--- src/rtl/thermResp_pkg.sv ---
package thermResp_pkg;

  // Strobes from the control section to the per-channel datapath.
  typedef struct packed {
    logic cmdGate;     // command issue allowed this cycle
    logic dblRefresh;  // refresh doubling requested
  } thermStrobe_t;

endpackage

--- src/rtl/thermResp_ctrl.sv ---
module thermResp_ctrl
  import thermResp_pkg::*;
#(
  parameter int NUM_PINS = 2,
  parameter int WIN_BITS = 4
) (
  input  logic                clk,
  input  logic                rstN,
  input  logic [NUM_PINS-1:0] thermPinN,
  input  logic [NUM_PINS-1:0] pinMode,
  input  logic [WIN_BITS:0]   throttleAllow,
  output thermStrobe_t        strobe
);

  localparam logic [WIN_BITS-1:0] WIN_LAST = {WIN_BITS{1'b1}};

  logic [NUM_PINS-1:0] syncA;
  logic [NUM_PINS-1:0] syncB;
  logic [NUM_PINS-1:0] pinActive;
  logic [NUM_PINS-1:0] wantThrottle;
  logic [NUM_PINS-1:0] wantDouble;
  logic                thrReq;
  logic                dblReq;
  logic [WIN_BITS-1:0] winCnt;
  logic                winLast;
  logic                thrActive;
  logic                gateOpen;

  // Two-flop synchroniser per pin; idle level is high (deasserted).
  genvar gp;
  generate
    for (gp = 0; gp < NUM_PINS; gp++) begin : g_pin
      always_ff @(posedge clk or negedge rstN) begin
        if (!rstN) begin
          syncA[gp] <= 1'b1;
          syncB[gp] <= 1'b1;
        end else begin
          syncA[gp] <= thermPinN[gp];
          syncB[gp] <= syncA[gp];
        end
      end
      assign pinActive[gp]    = ~syncB[gp];
      assign wantThrottle[gp] = pinActive[gp] & ~pinMode[gp];
      assign wantDouble[gp]   = pinActive[gp] &  pinMode[gp];
    end
  endgenerate

  assign thrReq  = |wantThrottle;
  assign dblReq  = |wantDouble;
  assign winLast = (winCnt == WIN_LAST);

  // Free-running throttle window; throttling decided only at its end.
  always_ff @(posedge clk or negedge rstN) begin
    if (!rstN) begin
      winCnt    <= '0;
      thrActive <= 1'b0;
    end else begin
      winCnt <= winCnt + 1'b1;
      if (winLast) thrActive <= thrReq;
    end
  end

  assign gateOpen = !thrActive || ({1'b0, winCnt} < throttleAllow);

  always_comb begin
    strobe            = '0;
    strobe.cmdGate    = gateOpen;
    strobe.dblRefresh = dblReq;
  end

  // Throttle state only changes on the edge leaving the last window slot.
  p_gate_boundary_r4: assert property (@(posedge clk) disable iff (!rstN)
    !$stable(thrActive) |-> $past(winLast));

  // The window wraps back to slot zero.
  p_window_wrap_r3: assert property (@(posedge clk) disable iff (!rstN)
    winLast |=> (winCnt == '0));

  // Without throttling the gate is always open.
  p_no_throttle_r5: assert property (@(posedge clk) disable iff (!rstN)
    !thrActive |-> strobe.cmdGate);

  // A pin change reaches the active vector only after two edges.
  p_sync_latency_r1: assert property (@(posedge clk) disable iff (!rstN)
    !$stable(pinActive) |-> (pinActive == ~$past(syncA)));

endmodule

--- src/rtl/thermResp_dp.sv ---
module thermResp_dp
  import thermResp_pkg::*;
#(
  parameter int NUM_CH = 3,
  parameter int REF_W  = 16
) (
  input  logic              clk,
  input  logic              rstN,
  input  thermStrobe_t      strobe,
  input  logic [REF_W-1:0]  refreshInterval,
  output logic [NUM_CH-1:0] cmdEnable,
  output logic [NUM_CH-1:0] refreshReq
);

  localparam logic [REF_W-1:0] ONE = {{(REF_W-1){1'b0}}, 1'b1};

  logic [REF_W-1:0] chosenLen;
  logic [REF_W-1:0] loadLen;
  logic [REF_W-1:0] reloadVal;

  always_comb begin
    chosenLen = strobe.dblRefresh ? (refreshInterval >> 1) : refreshInterval;
    loadLen   = (chosenLen == '0) ? ONE : chosenLen;
    reloadVal = loadLen - ONE;
  end

  genvar gc;
  generate
    for (gc = 0; gc < NUM_CH; gc++) begin : g_chan
      logic [REF_W-1:0] refCnt;
      always_ff @(posedge clk or negedge rstN) begin
        if (!rstN)              refCnt <= '0;
        else if (refCnt == '0)  refCnt <= reloadVal;
        else                    refCnt <= refCnt - ONE;
      end
      assign refreshReq[gc] = (refCnt == '0);
      assign cmdEnable[gc]  = strobe.cmdGate;
    end
  endgenerate

  // Channels stay in lock step.
  p_channels_match_r9: assert property (@(posedge clk) disable iff (!rstN)
    (refreshReq == {NUM_CH{refreshReq[0]}}) && (cmdEnable == {NUM_CH{cmdEnable[0]}}));

  // A strobe lasts one cycle whenever the reload length exceeds one.
  p_refresh_pulse_r6: assert property (@(posedge clk) disable iff (!rstN)
    (refreshReq[0] && (loadLen > ONE)) |=> !refreshReq[0]);

  // A one-cycle reload length strobes every cycle.
  p_refresh_min_r7: assert property (@(posedge clk) disable iff (!rstN)
    (refreshReq[0] && (loadLen == ONE)) |=> refreshReq[0]);

endmodule

--- src/rtl/thermResp.sv ---
module thermResp
  import thermResp_pkg::*;
#(
  parameter int NUM_PINS = 2,
  parameter int NUM_CH   = 3,
  parameter int WIN_BITS = 4,
  parameter int REF_W    = 16
) (
  input  logic                clk,
  input  logic                rstN,
  input  logic [NUM_PINS-1:0] thermPinN,
  input  logic [NUM_PINS-1:0] pinMode,
  input  logic [WIN_BITS:0]   throttleAllow,
  input  logic [REF_W-1:0]    refreshInterval,
  output logic [NUM_CH-1:0]   cmdEnable,
  output logic [NUM_CH-1:0]   refreshReq
);

  thermStrobe_t strobe;

  thermResp_ctrl #(.NUM_PINS(NUM_PINS), .WIN_BITS(WIN_BITS)) u_ctrl (
    .clk           (clk),
    .rstN          (rstN),
    .thermPinN     (thermPinN),
    .pinMode       (pinMode),
    .throttleAllow (throttleAllow),
    .strobe        (strobe)
  );

  thermResp_dp #(.NUM_CH(NUM_CH), .REF_W(REF_W)) u_dp (
    .clk             (clk),
    .rstN            (rstN),
    .strobe          (strobe),
    .refreshInterval (refreshInterval),
    .cmdEnable       (cmdEnable),
    .refreshReq      (refreshReq)
  );

endmodule

--- config.mk ---
export PLATFORM = sky130hd
export DESIGN_NAME = thermResp
export DESIGN_NICKNAME = d
export VERILOG_FILES = /design/src/rtl/thermResp_pkg.sv /design/src/rtl/thermResp_ctrl.sv /design/src/rtl/thermResp_dp.sv /design/src/rtl/thermResp.sv
export SDC_FILE = /design/constraint.sdc
export NUM_CORES = 1
export LEC_CHECK = 0
export BUFFER_PORTS_ARGS = -buffer_cell sky130_fd_sc_hd__buf_2
export CAP_MARGIN = 20
export CORE_ASPECT_RATIO = 0.7
export CORE_UTILIZATION = 45
export CTS_CLUSTER_DIAMETER = 200
export DETAILED_ROUTE_END_ITERATION = 8
export PLACE_DENSITY = 0.77
export SYNTH_ARGS = -nofsm -noshare
export SYNTH_HDL_FRONTEND = slang
export SYNTH_SLANG_ARGS = --single-unit
--- constraint.sdc ---
create_clock -name clk -period 3.5 [get_ports clk]
set_clock_uncertainty 0.15 [all_clocks]
set_input_delay 0.7 -clock clk [delete_from_list [all_inputs] [get_ports clk]]
set_output_delay 0.7 -clock clk [all_outputs]
set_load 0.05 [all_outputs]
==> reports/metrics.yaml <==
nFillCells: 716
powerDensity_mw_per_mm2: 416
clkPwrFrac_pct: 41.2
num_vias: 3362
fin_cells: 588
areaGrowthSynthToFinish_pct: 17.1
switching_share_pct: 28.2
drtIter0Drc: 256
vdd_drop_max_uv: 193
viasPerCell: 5.72
grt_pass1_wl_um: 15700
clockBufferDepth: 2
maxSlewHeadroom_pct: 34.8
hold_viol_final: 0
die_y_um: 78.9
clk_latency_ps: 330
worstMarginPinSlew_ps: 978
finalWirelength_um: 9520
leakage_nw: 1.79
crit_fanout: 7
final_nets: 523
htreeDepth: 3
routedWlPerCell_um: 16.2
path_clk_slew_ps: 50
synth_edf_count: 0
dp_cells: 575
gp_congestion: 0.874
multi_input_area_mm2: 0.00221
io_buffers: 32
cts_resized: 0
cts_hold_buf: 0
drc: 1
yosysSeqAreaShare_pct: 37.6
slowest_stage: "or4_4"
start_util_pct: 47.3
final_cell_mix: "nor2_1 (61), dfrtp_1 (53), nand2_1 (38)"
synthTopCellsByArea: "dfrtp_1 (35%), nor2_1 (6.0%), xnor2_1 (6.0%), a21oi_1 (4.9%), xor2_1 (3.9%)"
syn-cell-area_mm2: 0.00380
firstDrtPassIters: 7
crit_family: "simple AND/OR/NAND/NOR gates"
fmax_mhz: 307
grtUsageTotal_pct: 23.3
critical_path.cell_chain: "buf_2, or4_4, nor4_2, a221oi_2, ha_1, nor4b_4, o311a_1, nand4_1, mux2_2, nor2_1, o211ai_1"
post_cts_buffers: 0
rows: 27
intPower_mw: 1.33
ys_warn_count: 0
maxCapViolations: 0
seqPwrFrac_pct: 40.9
seqCellArea_mm2: 0.00143
critPathMaxStageDelay_ps: 570
core_mm2: 0.00804
path_buf_inv: 1
hpwl_um: 6960
cts.sinks: 57
yosys_register_bits: 57
grt_pass1_vias: 3290
synth_cell_type_count: 60
crit_type: "input pin to register"
numCtsBuffers: 9
gr-total-overflow: 0
setup_viol: 0
finalCritPeriodShare_pct: 92.9
rsz0062_at_grt: "no"
synthCells: 436
pin_count: 33
drive_gt1_share_pct: 19.9
fp.dieW_um: 112
yosysTopAreaCell: "dfrtp_1"
p_sw_mw: 0.523
diodes: 0
antenna_found_initial: 0
worstSetupEndpointType: "register"
status: "complete, but fails checks"
syn-num-nets: 474
ant_nets: 0
arrival_ps: 3280
holdCritPathClass: "register to register"
pwr-share-comb_pct: 17.9
fin_crit_ps: 3250
yosysTopAreaCellShare_pct: 34.9
cts_tree: "done"
design_power_total_mw: 1.85
async_flop_share_pct: 100
dieArea_mm2: 0.00883
maxSlewViolCount: 0
worstPathRequired_ps: 3530
root_buffer: "clkbuf_16"
syn_avg_cell_area_um2: 8.72
cp-start-kind: "input pin"
grt_max_degree: 44
synth_ff_type: "dfrtp_1"
layout_commonest_cell: "nor2_1"
failed_checks: "DRC"
-- cells by family (layout without fill, tap and decap cells) --
family	after synthesis	count (layout)	synth area share [%]
fa+ha+maj	11	11	3.62
compound gates	85	85	14.3
mux	15	15	4.05
xor+xnor	44	44	10.3
buf+inv	39	90	4.51
simple gates	185	185	25.5
flops	57	57	37.6
-- power by group through the flow --
stage | Clock [mW] | Combinational [mW] | Sequential, mW
final | 0.764 | 0.332 | 0.759
after global routing | 0.800 | 0.367 | 0.761
after CTS | 0.779 | 0.330 | 0.757
after detailed placement | 0 | 0.331 | 0.765
after global placement | 0 | 0.313 | 0.764
after floorplan | 0 | 0.201 | 0.755
-- path summary, 6_finish.rpt --
| path | startpoint | endpoint | slack [ps] | cells past startpoint |
|---|---|---|---|---|
| setup / recovery | refreshInterval[12] | u_dp.g_chan[2].refCnt[14] | 250 | 11 |
| hold / removal | u_ctrl.syncA[0] | u_ctrl.syncB[0] | 210 | 0 |
| setup reg to reg | u_ctrl.syncB[1] | u_dp.g_chan[2].refCnt[10] | 360 | 11 |
| hold reg to reg | u_ctrl.syncA[0] | u_ctrl.syncB[0] | 210 | 0 |
| max in group asynchronous | rstN | u_ctrl.syncB[0] | 1970 | 2 |
| min in group asynchronous | rstN | u_dp.g_chan[2].refCnt[6] | 380 | 1 |
-- synthesized netlist by cell type, types with 4 or more instances --
| library cell | number |
|---|---|
| clkbuf_1 | 12 |
| dfstp_2 | 4 |
| buf_2 | 5 |
| o21ai_1 | 5 |
| ha_1 | 11 |
| mux2i_1 | 12 |
| a31oi_1 | 7 |
| nor2_1 | 61 |
| xnor2_1 | 26 |
| inv_1 | 17 |
| nand3_1 | 9 |
| nor2b_1 | 5 |
| or4_4 | 5 |
| nor3_1 | 14 |
| buf_4 | 5 |
| a21oi_1 | 37 |
| o21ai_0 | 10 |
| nand2_1 | 38 |
| or3_1 | 9 |
| nor4_1 | 13 |
| xor2_1 | 17 |
| nand3b_1 | 4 |
| dfrtp_1 | 53 |
-- metal layers --
metal	vias to the layer above	track usage [%]	part of all wire [%]
met3	11	5.27	5.5
li1	1634	-	-
met1	1626	30.5	48
met2	91	38.1	45
met4	0	8.51	1.5
met5	-	0	0
-- final cells by class --
cell class | instances | share of cell area [%]
inverter | 17 | 1.43
clock buffer | 12 | 5.53
sequential | 57 | 32.1
timing repair buffer | 60 | 8.31
tap | 101 | 2.84
clock inverter | 1 | 0.112
multi-input combinational | 340 | 49.6
-- sequential cells by signal, indices dropped and copies added, names as in the netlist --
signal,flops
u_ctrl.syncA,2
u_ctrl.syncB,2
u_ctrl.thrActive,1
u_ctrl.winCnt,4
u_dp.g_chan.refCnt,48
-- metrics by stage --
step	setup slack (ps)	setup TNS [ps]	hold slack (ps)	util (%)	instance area [µm²]
5_1_grt	116	0	211	55.4	4450
2_1_floorplan	2.73	0	195	-	3810
4_1_cts	294	0	207	55.4	4450
3_5_place_dp	-36.3	-63.1	200	52.3	4200
6_report	248	0	207	55.4	4450
3_3_place_gp	67.6	0	198	52.3	4200
Power figures use the tool's default switching activity.
